## src/rtl/tone_guard_timer.sv

```systemverilog
module tone_guard_timer #(
  parameter int CNT_W  = 24,
  parameter int SETTLE = 2
) (
  input  logic             clk,
  input  logic             rst_n,
  input  logic             cp_mode,
  input  logic             est,
  input  logic [3:0]       code_in,
  input  logic [CNT_W-1:0] present_guard,
  input  logic [CNT_W-1:0] absent_guard,
  output logic [3:0]       rx_code,
  output logic             digit_valid,
  output logic             rx_full
);
  localparam int SW = $clog2(SETTLE + 1);

  typedef enum logic [1:0] {IDLE, QUAL_PRESENT, ACTIVE, QUAL_ABSENT} st_t;

  st_t             state;
  logic [CNT_W-1:0] cnt;
  logic [SW-1:0]    sdly;

  wire pres_done = (cnt >= present_guard - CNT_W'(1));
  wire abs_done  = (cnt >= absent_guard - CNT_W'(1));

  always_ff @(posedge clk or negedge rst_n) begin
    if (!rst_n) begin
      state       <= IDLE;
      cnt         <= '0;
      sdly        <= '0;
      rx_code     <= '0;
      digit_valid <= 1'b0;
      rx_full     <= 1'b0;
    end else begin
      rx_full <= 1'b0;
      if (sdly != '0) begin
        sdly <= sdly - SW'(1);
        if (sdly == SW'(1)) begin
          digit_valid <= 1'b1;
          rx_full     <= 1'b1;
        end
      end
      if (cp_mode) begin
        state       <= IDLE;
        cnt         <= '0;
        sdly        <= '0;
        digit_valid <= 1'b0;
        rx_full     <= 1'b0;
      end else begin
        unique case (state)
          IDLE: if (est) begin
            state <= QUAL_PRESENT;
            cnt   <= CNT_W'(1);
          end
          QUAL_PRESENT: begin
            if (!est) begin
              state <= IDLE;
              cnt   <= '0;
            end else if (pres_done) begin
              rx_code <= code_in;
              state   <= ACTIVE;
              sdly    <= SW'(SETTLE);
              cnt     <= '0;
            end else begin
              cnt <= cnt + CNT_W'(1);
            end
          end
          ACTIVE: if (!est) begin
            state <= QUAL_ABSENT;
            cnt   <= CNT_W'(1);
          end
          QUAL_ABSENT: begin
            if (est) begin
              state <= ACTIVE;
              cnt   <= '0;
            end else if (abs_done) begin
              state       <= IDLE;
              digit_valid <= 1'b0;
              cnt         <= '0;
            end else begin
              cnt <= cnt + CNT_W'(1);
            end
          end
          default: state <= IDLE;
        endcase
      end
    end
  end

  // strobe is a single cycle
  a_r5_strobe_single: assert property (@(posedge clk) disable iff (!rst_n)
    rx_full |=> !rx_full);

  // flag rise coincides with strobe
  a_r5_rise_with_strobe: assert property (@(posedge clk) disable iff (!rst_n)
    $rose(digit_valid) |-> rx_full);

  // call-progress mode clears flag and strobe
  a_r8_cp_blocks: assert property (@(posedge clk) disable iff (!rst_n)
    cp_mode |=> (!digit_valid && !rx_full));

  // receive register moves only out of qualification with tone present
  a_r2_code_update: assert property (@(posedge clk) disable iff (!rst_n)
    !$stable(rx_code) |-> ($past(state) == QUAL_PRESENT && $past(est) && !$past(cp_mode)));

  // flag drops only on absence or call-progress mode
  a_r6_fall_cause: assert property (@(posedge clk) disable iff (!rst_n)
    $fell(digit_valid) |-> ($past(cp_mode) || !$past(est)));
endmodule

```

## config.mk

```make
export PLATFORM = sky130hd
export DESIGN_NAME = tone_guard_timer
export DESIGN_NICKNAME = d
export VERILOG_FILES = /design/src/rtl/tone_guard_timer.sv
export SDC_FILE = /design/constraint.sdc
export NUM_CORES = 1
export LEC_CHECK = 0
export BUFFER_PORTS_ARGS = -buffer_cell sky130_fd_sc_hd__buf_2
export CORE_MARGIN = 1.5
export CORE_UTILIZATION = 40
export CTS_CLUSTER_DIAMETER = 60
export DETAILED_ROUTE_END_ITERATION = 8
export GPL_TIMING_DRIVEN = 0
export SYNTH_ARGS = -nofsm -noshare
export SYNTH_HDL_FRONTEND = slang
export SYNTH_SLANG_ARGS = --single-unit
export TNS_END_PERCENT = 100
```

## constraint.sdc

```tcl
create_clock -name clk -period 2.9 [get_ports clk]
set_clock_uncertainty 0.1 [all_clocks]
set_input_delay 0.29 -clock clk [delete_from_list [all_inputs] [get_ports clk]]
set_output_delay 0.29 -clock clk [all_outputs]
set_load 0.01 [all_outputs]
```

==> results by group, run 1 <==
CTS
  • Clock Sinks: 34
  • Clock latency on the worst-skew pair: approximately 0.29 ns
  • CTS buffer count: 5
  • H-tree levels: 2
  • CTS hold repair buffers: 0
  • CTS tree: yes
  • Clock transition at path regs: approximately 0.08 ns
  • Root Driver: clkbuf_8
  • Clock Tree Buf Depth: 2

Detailed routing
  • # DRC: 0
  • Pre-antenna DRT Iters: 4
  • Via density: 5.66
  • Initial DRC count: 205
  • Vias: 3789
  • Drt total wl: between 10 and 15 mm
  • DR WL/cell: around 15 µm
  • Routed Antenna Nets: 0

Timing
  • Setup-failing EPs final: 33
  • Min Hold Slack: -0.0256 ns
  • Slew HR: approximately 22%
  • Post-layout min period: 4.07 ns
  • Setup ws final: -1.17 ns
  • Fin crit share: 140%
  • Slew of the pin with the lowest slew margin: 1.16 ns
  • RSZ-0062 raised after global routing: yes
  • Fmax achieved: approximately 250 MHz
  • Max-slew violations: 0
  • Final hold vios: 19

GRT
  • GRT Util Overall: 21.3%
  • Number of global-route vias before repair: around 3700
  • Antenna violations before repair: 0
  • First-pass GRT wire length: 17.2 mm
  • GR Overflow Total: 0
  • Pin count of the biggest net entering global routing: 35

Critical path
  • Critical path launch point type: input pin
  • Critical Path End Type: flop
  • Worst path slowest cell: or4_4
  • Reg2Reg Launch Point: cnt[22]
  • Critical Path Max Stage Delay: approximately 0.52 ns
  • WS Path Type: in2reg
  • WP data arrival: 4.17 ns
  • WP data required: 3.00 ns
  • Launch point of the critical path: absent_guard[9]
  • Max FO, Critical Path: 5
  • Most used cell, CP: nor4_4
  • Critical-path cell list: buf_6 -> or4_4 -> or3_4 -> nor4_4 -> nand3_4 -> nor4_2 -> xnor2_1 -> ha_1 -> nand4_1 -> nor2_1 -> a221o_1 -> a211o_1 -> nor4_4 -> buf_4 -> buf_12 -> o211ai_1 -> a22oi_1

Placed design
  • Setup slack at placement: -1.56 ns
  • RePlAce Congestion: about 0.84
  • Inst Count DP: 636
  • DP Area: roughly 0.0043 mm²
  • Hpwl dp: 7.62 mm
  • Input/output buffers: 61

Finish
  • Area grow syn2layout: 30.0%
  • Seq. cell area: 851 µm²
  • Final instance area: between 0.004 and 0.005 mm²
  • Util after Layout: roughly 53%
  • Filler instances: 870
  • Multi-input gate area: 0.00309 mm²
  • Inserted Diodes: 0
  • Post-route insts no fill: 670
  • Share of post-route cells with drive strength above 1: 28.1%
  • Nets: 665

Floorplan
  • Core area: 0.00920 mm²
  • Die area: 0.0100 mm²
  • Die width: 100 µm
  • I/O Pins: 62
  • # rows: 35
  • Starting density of the core: about two fifths
  • Die height: 100 µm

Logic synthesis
  • Cells after synthesis: 464
  • Distinct cell type count of the synthesized netlist: 50
  • Post-Syn Area: about 0.0038 mm²
  • Register area share after synthesis: 22.5%
  • Main flop type after synthesis: dfrtp_1
  • Syn_area_per_cell: 8.14 µm²
  • Ys async rst share: 100%
  • Number of synthesized flops with an enable pin: 0
  • Warnings from Yosys: 0
  • Synth Net Count: 571
  • Synth Register Bits: 34

Flow run
  • Max-cap violations: 0

Power
  • Power density cells: 241 mW/mm²
  • P_leak: 2.18 nW
  • Max IR drop VDD: approximately 0.00022 V

Status
  • Status: finished with violations
  • Failing checks: hold timing, setup timing

Hold path
  • Hold Crit Class: in2async
==> final timing paths <==
path | slack, ns | end | depth (start not counted)
worst max-delay path | -1.17 | cnt[2] | 17
min in group clk | 0.13 | rx_code[1] | 2
max in group asynchronous | 2.19 | cnt[13] | 1
worst min register to register | 0.36 | rx_full | 1
worst min-delay path | -0.03 | cnt[18] | 1
worst max register to register | 0.07 | cnt[2] | 10
==> sequential cells by signal, summed over array words and instances, names as in the netlist <==
name	flops
cnt	24
rx_code	4
sdly	2
state	2
digit_valid	1
rx_full	1
==> worst max-delay path: cells and delay by family <==
kind | cells | cell delay [ns]
simple gates | 8 | 2.10
compound gates | 4 | 0.93
buf+inv | 3 | 0.40
fa+ha+maj | 1 | 0.26
xor+xnor | 1 | 0.15
==> per-layer routing <==
| layer | global-route usage, % | up-vias | wire length [µm] |
|---|---|---|---|
| met5 | 0 | - | 0 |
| met4 | 6.61 | 0 | 146 |
| met3 | 2.99 | 12 | 262 |
| met2 | 37.0 | 68 | 5190 |
| met1 | 27.2 | 1803 | 4540 |
| li1 | - | 1906 | - |
==> through the flow <==
step	hold slack [ns]	setup TNS [ns]	power, W
floorplan	-0.106	-29.70	0.000609
global placement	0.322	-46.48	0.000705
detailed placement	0.332	-48.15	0.000712
CTS	0.0171	-34.61	0.00118
global route	0.0384	-39.89	0.00125
finish	-0.0256	-34.62	0.00118
==> cells by family after synthesis <==
kind of cell               count (synthesis)  synth area share, %
AOI/OAI and AO/OA                         82                 14.7
DFF                                       34                 22.5
xor gates and xnor gates                  43                 9.97
and+or+nand+nor                          226                 32.2
adders and majority gates                 51                 16.9
muxes                                      4                 1.19
buffers and inverters                     24                 2.55
==> power breakdown <==
part | switching [W] | total [W] | internal, W
Combinational | 0.000139 | 0.000248 | 0.000109
Sequential | 0.00000626 | 0.000484 | 0.000478
Clock | 0.000192 | 0.000449 | 0.000257
==> what timing repair did <==
item,CTS,global route
cloned,3,0
buffers inserted,17,9
pin swaps,24,31
resized for setup,57,14
setup endpoints to repair,33,33
==> layout make-up <==
| cell class | instances | share of cell area, % |
|---|---|---|
| multi-input combinational | 406 | 63.0 |
| clock inverter | 2 | 0.764 |
| tap | 111 | 2.83 |
| timing repair buffer | 87 | 11.8 |
| sequential | 34 | 17.3 |
| inverter | 12 | 0.917 |
| clock buffer | 6 | 1.48 |
| buffer | 12 | 1.83 |
==> Yosys cell counts, types with 8 or more instances <==
| library cell | number | area [µm²] |
|---|---|---|
| a21oi_1 | 18 | 90.1 |
| and2_1 | 10 | 62.6 |
| dfrtp_1 | 34 | 851 |
| ha_1 | 51 | 638 |
| inv_1 | 12 | 45.0 |
| nand2_1 | 66 | 248 |
| nand3_1 | 22 | 110 |
| nand4_1 | 8 | 50.1 |
| nor2_1 | 42 | 158 |
| nor2b_1 | 8 | 50.1 |
| nor3_1 | 22 | 110 |
| nor4_1 | 9 | 56.3 |
| o211ai_1 | 9 | 67.6 |
| o21ai_0 | 16 | 80.1 |
| o221ai_1 | 14 | 123 |
| xnor2_1 | 34 | 298 |
| xor2_1 | 9 | 78.8 |
==> layout by cell type (no fill, tap or decap), types with 13 or more instances in the layout <==
cell and instances:
nand2_1 64, buf_2 56, ha_1 51, nor2_1 39, xnor2_1 34, dfrtp_1 34, nand3_1 20, buf_4 19
nor3_1 18, a21oi_1 16, buf_6 14, o21ai_0 13
Note: power is estimated with default switching activity, not from simulation.
==> run 2: changes to the inputs <==
- HOLD_SLACK_MARGIN: unset -> 0.06
==> run 2 against run 1 <==
  * The run ends with setup timing left
  * Wire length is 0.23% lower
  * Largest power group unchanged
  * Critical path type unchanged
  * Final cell count up 0.15%
  * Via count shrank 0.29%
  * Flip-flop and latch count is the same
  * Sequential power is essentially flat
  * Critical path depth stayed put
  * Hold slack better by 0.16 ns
  * Setup slack better by 0.0077 ns
  * Maximum frequency grew 0.19%
==> results by group, run 2 (synthesis results as in run 1) <==
Flow run
  • Max-cap violations: 0 (unchanged)

CTS
  • Root Driver: clkbuf_8
  • Clock transition at path regs: 0.07 ns (about the same)
  • Clock Tree Buf Depth: 2 (unchanged)
  • Clock latency on the worst-skew pair: 0.29 ns (about the same)
  • H-tree levels: 2 (unchanged)
  • CTS buffer count: 5 (unchanged)
  • CTS tree: yes
  • Clock Sinks: 34 (unchanged)

Finish
  • Multi-input gate area: 0.00309 mm² (unchanged)
  • Final instance area: 0.00492 mm² (+0.20%)
  • Seq. cell area: 851 µm² (unchanged)
  • Max reg flops: 24 (unchanged)
  • Commonest non-fill, non-tap cell in the layout: nand2_1
  • Post-route insts no fill: 671 (+0.15%)
  • Filler instances: 869 (-0.11%)
  • Util after Layout: 53.5% (+0.11 points)
  • Inserted Diodes: 0 (unchanged)
  • Largest Register: cnt
  • Nets: 666 (+0.15%)
  • Area grow syn2layout: 30.2%
  • Share of post-route cells with drive strength above 1: 28.0% (-0.050 points)
  • Most frequent cells in the layout: nand2_1 (64), buf_2 (56), ha_1 (51)
  • Largest regs: cnt: 24 flops, rx_code: 4 flops

Timing
  • Max-slew violations: 0 (unchanged)
  • Setup-failing EPs final: 33 (unchanged)
  • Slew of the pin with the lowest slew margin: 1.15 ns (-0.00490 ns)
  • Post-layout min period: 4.06 ns (-0.00775 ns)
  • Fmax achieved: 246 MHz (+0.19%)
  • Fin crit share: 140% (-0.27 points)
  • Min Hold Slack: 0.132 ns (+0.158 ns)
  • Setup TNS: -34.40 ns (+0.225 ns)
  • Slew HR: 22.3% (+0.33 points)
  • RSZ-0062 raised after global routing: yes
  • Final hold vios: 0 (-19)
  • Setup ws final: -1.16 ns (+0.00775 ns)

Floorplan
  • I/O Pins: 62 (unchanged)
  • Starting density of the core: 41.1% (unchanged)
  • Die area: 0.0100 mm² (unchanged)
  • Die width: 100 µm (unchanged)
  • # rows: 35 (unchanged)
  • Die height: 100 µm (unchanged)
  • Core area: 0.00920 mm² (unchanged)

Power
  • Max IR drop VDD: 0.000222 V (-1.3%)
  • Power density cells: 240 mW/mm² (-0.40%)
  • P_leak: 2.19 nW (+0.19%)

Critical path
  • WP data arrival: 4.16 ns (about the same)
  • Critical Path Max Stage Delay: 0.52 ns (about the same)
  • Critical Path End Type: flop
  • Worst path slowest cell: or4_4
  • WP data required: 3.00 ns (about the same)
  • Most used cell, CP: nor4_4
  • Critical path launch point type: input pin
  • Critical-path cell list: buf_6 -> or4_4 -> or3_4 -> nor4_4 -> nand3_4 -> nor4_2 -> xnor2_1 -> ha_1 -> nand4_1 -> nor2_1 -> a221o_1 -> a211o_1 -> nor4_4 -> buf_4 -> buf_12 -> o211ai_1 -> a22oi_1
  • WS Path Type: in2reg
  • Max FO, Critical Path: 5 (unchanged)

GRT
  • Pin count of the biggest net entering global routing: 35 (unchanged)
  • Number of global-route vias before repair: 3714 (unchanged)
  • First-pass GRT wire length: 17.2 mm (unchanged)
  • Antenna violations before repair: 0 (unchanged)
  • GR Overflow Total: 0 (unchanged)
  • GRT Util Overall: 21.3% (unchanged)

Detailed routing
  • Vias: 3778 (-0.29%)
  • Via density: 5.63 (-0.44%)
  • Initial DRC count: 175 (-15%)
  • DR WL/cell: 15.1 µm (-0.38%)
  • Routed Antenna Nets: 0 (unchanged)
  • # DRC: 0 (unchanged)
  • Drt total wl: 10.1 mm (-0.23%)
  • Pre-antenna DRT Iters: 4 (unchanged)

Placed design
  • Inst Count DP: 636 (unchanged)
  • Input/output buffers: 61 (unchanged)
  • DP Area: 0.00427 mm² (unchanged)
  • RePlAce Congestion: 0.844 (unchanged)
  • Hpwl dp: 7.62 mm (unchanged)

Status
  • Failing checks: setup timing
  • Status: finished with violations

Hold path
  • Hold Crit Class: in2reg
==> run 2: power by group <==
group          internal [W]  switching [W]
sequential         0.000478     0.00000624
combinational      0.000110       0.000139
clock              0.000257       0.000189
==> run 2: repair_timing <==
item                                   in CTS  in global routing
setup endpoints to repair                  33                 33
pin swaps                                  24                 31
buffers inserted                           17                  9
gates cloned                                3                  0
gates resized for setup                    57                 14
hold buffers                                1                  0
endpoints found under the hold margin      34                  0
==> run 2: routing by layer <==
metal  up-vias  GRT usage (%)  routed length [µm]
li1       1907              -                   -
met1      1790           27.2                4430
met2        69           37.0                5230
met3        12           2.99                 313
met4         0           6.61                 144
met5         -              0                   0
==> run 2: layout make-up <==
type / instances / share of cell area, %
Multi-Input combinational cell: 406 / 62.9
Sequential cell: 34 / 17.3
Clock inverter: 2 / 0.763
Inverter: 12 / 0.915
Buffer: 12 / 1.83
Timing Repair Buffer: 88 / 12.0
Clock buffer: 6 / 1.47
Tap cell: 111 / 2.82
==> run 2: path summary, 6_finish.rpt <==
check | startpoint | to | slack, ns | depth (start not counted)
worst max-delay path | absent_guard[9] | cnt[2] | -1.16 | 17
worst min-delay path | code_in[1] | rx_code[1] | 0.13 | 2
worst max register to register | cnt[22] | cnt[2] | 0.07 | 10
worst min register to register | sdly[1] | rx_full | 0.36 | 1
max in group asynchronous | rst_n | cnt[13] | 1.65 | 2
min in group asynchronous | rst_n | cnt[18] | 0.52 | 2
==> run 2: worst max-delay path: cells and delay by family <==
family                   cells  cell delay (ns)
adder cells (fa/ha/maj)      1             0.26
buffers and inverters        3             0.40
XOR/XNOR                     1             0.15
AO/OA/AOI/OAI                4             0.93
AND/OR/NAND/NOR              8             2.10
==> run 2: through the flow <==
stage / total power, W / setup slack, ns
floorplan: 0.000609 / -0.967
global placement: 0.000705 / -1.51
detailed placement: 0.000712 / -1.56
CTS: 0.00118 / -1.15
global route: 0.00125 / -1.35
finish: 0.00118 / -1.16
==> run 3: changes to the inputs <==
- REMOVE_ABC_BUFFERS: unset -> 1
==> run 3 against run 2 <==
  * The run still ends with setup timing left
  * Register-to-register slack lost 0.02 ns
  * Sequential share of layout area grew 0.22 points
  * Sequential power is essentially flat
  * Critical path depth is the same
  * Die area is the same
  * Critical path type unchanged
==> results by group, run 3 (synthesis results as in run 1) <==
Floorplan
  • Die height: 100 µm (unchanged)
  • Starting density of the core: 41.1% (unchanged)
  • Die width: 100 µm (unchanged)
  • # rows: 35 (unchanged)
  • Die area: 0.0100 mm² (unchanged)
  • Core area: 0.00920 mm² (unchanged)
  • I/O Pins: 62 (unchanged)

Critical path
  • Critical Path Max Stage Delay: 0.53 ns (about the same)
  • Max FO, Critical Path: 8 (+3)
  • Worst path slowest cell: or4_4
  • Critical Path End Type: flop
  • Critical-path cell list: buf_6 -> or4_4 -> or3_4 -> nor4_4 -> nand3_2 -> buf_6 -> xor2_2 -> ha_1 -> a21oi_1 -> o21ai_1 -> a221o_1 -> a211o_4 -> nor4_4 -> buf_4 -> buf_8 -> o211ai_1 -> a22oi_1
  • WS Path Type: in2reg
  • WP data arrival: 4.20 ns (+0.04 ns)
  • WP data required: 3.01 ns (about the same)
  • Critical path launch point type: input pin

GRT
  • GRT Util Overall: 21.3% (about the same)
  • First-pass GRT wire length: 17.3 mm (+0.85%)
  • Antenna violations before repair: 0 (unchanged)
  • GR Overflow Total: 0 (unchanged)
  • Number of global-route vias before repair: 3784 (+1.9%)
  • Pin count of the biggest net entering global routing: 35 (unchanged)

Placed design
  • RePlAce Congestion: 0.773 (-8.4%)
  • Hpwl dp: 7.29 mm (-4.2%)
  • Input/output buffers: 61 (unchanged)
  • DP Area: 0.00422 mm² (-1.2%)

Timing
  • Fmax achieved: 244 MHz (-0.73%)
  • Slew HR: 27.8% (+5.4 points)
  • Final hold vios: 0 (unchanged)
  • Max-slew violations: 0 (unchanged)
  • Fin crit share: 141% (+1.0 points)
  • Slew of the pin with the lowest slew margin: 1.08 ns (-0.0759 ns)
  • RSZ-0062 raised after global routing: yes
  • Setup-failing EPs final: 33 (unchanged)
  • Post-layout min period: 4.09 ns (+0.0300 ns)
  • Setup ws final: -1.19 ns (-0.0300 ns)

Detailed routing
  • Routed Antenna Nets: 0 (unchanged)
  • Vias: 3786 (+0.21%)
  • Pre-antenna DRT Iters: 4 (unchanged)
  • # DRC: 0 (unchanged)
  • DR WL/cell: 15.5 µm (+3.0%)
  • Via density: 5.72 (+1.6%)
  • Initial DRC count: 157 (-10%)
  • Drt total wl: 10.3 mm (+1.6%)

Power
  • Max IR drop VDD: 0.000136 V (-39%)
  • Power density cells: 226 mW/mm² (-5.7%)
  • P_leak: 2.18 nW (-0.36%)
  • Overall power: 0.00110 W (-6.9%)

CTS
  • Clock Tree Buf Depth: 2 (unchanged)
  • H-tree levels: 2 (unchanged)
  • CTS buffer count: 5 (unchanged)
  • Clock latency on the worst-skew pair: 0.29 ns (about the same)
  • Clock transition at path regs: 0.07 ns (about the same)
  • Clock Sinks: 34 (unchanged)
  • Root Driver: clkbuf_8
  • CTS tree: yes

Finish
  • Largest Register: cnt
  • Filler instances: 886 (+2.0%)
  • Area grow syn2layout: 28.6%
  • Largest regs: cnt: 24 flops, rx_code: 4 flops
  • Final instance area: 0.00486 mm² (-1.3%)
  • Share of post-route cells with drive strength above 1: 28.1% (+0.095 points)
  • Util after Layout: 52.8% (-0.68 points)
  • Inserted Diodes: 0 (unchanged)
  • Most frequent cells in the layout: nand2_1 (63), buf_2 (55), ha_1 (51)
  • Commonest non-fill, non-tap cell in the layout: nand2_1
  • Nets: 659 (-1.1%)
  • Max reg flops: 24 (unchanged)

Flow run
  • Max-cap violations: 0 (unchanged)

Hold path
  • Hold Crit Class: in2reg

Status
  • Status: finished with violations
  • Failing checks: setup timing
==> run 3: metal layers <==
metal | routed length [µm] | GRT usage [%] | vias to the layer above
met3 | 324 | 2.65 | 13
li1 | - | - | 1894
met2 | 5300 | 39.2 | 63
met5 | 0 | 0 | -
met4 | 112 | 5.09 | 0
met1 | 4550 | 26.3 | 1816
==> run 3: power by group <==
part / internal, W / switching, W / leakage (nW)
Clock: 0.000183 / 0.000180 / 0.0431
Combinational: 0.000110 / 0.000138 / 1.66
Sequential: 0.000478 / 0.00000782 / 0.472
Total: 0.000771 / 0.000326 / 2.18
==> run 3: what timing repair did <==
action | in CTS | in global routing
buffers inserted | 20 | 9
cloned | 1 | 0
pin swaps | 20 | 27
hold buffers | 1 | 0
resized for setup | 48 | 26
setup endpoints to repair | 33 | 33
hold endpoints to repair | 34 | 0
==> run 3: stage by stage <==
stage,hold WS [ns],worst slack [ns],std cells,TNS (ns)
final,0.135,-1.19,662,-35.37
after detailed placement,0.333,-2.39,627,-64.36
after CTS,0.133,-1.10,655,-32.79
after global placement,0.332,-2.51,624,-64.60
after global routing,0.131,-1.38,662,-41.37
after floorplan,-0.106,-1.41,452,-38.50
==> run 3: area by class of cell <==
cell class	instances	area, µm²	area share [%]
multi-input combinational	407	3130	64.3
sequential	34	851	17.5
timing repair buffer	92	616	12.7
tap	111	139	2.86
clock buffer	6	82.6	1.70
inverter	12	45.0	0.927
==> run 3: worst paths after layout <==
check                                      from    endpoint  slack (ns)  depth (start not counted)
min in group asynchronous                 rst_n     cnt[21]        0.53                          2
worst max register to register           cnt[4]     cnt[15]        0.05                         10
max in group asynchronous                 rst_n     sdly[1]        1.64                          2
worst max-delay path            absent_guard[9]     cnt[15]       -1.19                         17
worst min-delay path                 code_in[2]  rx_code[2]        0.13                          2
worst min register to register          sdly[1]     rx_full        0.38                          1
==> run 3: worst max-delay path, delay by kind of cell <==
kind	cells	cell delay, ns
and+or+nand+nor	5	1.53
buffers and inverters	4	0.65
AOI/OAI and AO/OA	6	1.24
xor gates and xnor gates	1	0.14
adders and majority gates	1	0.32
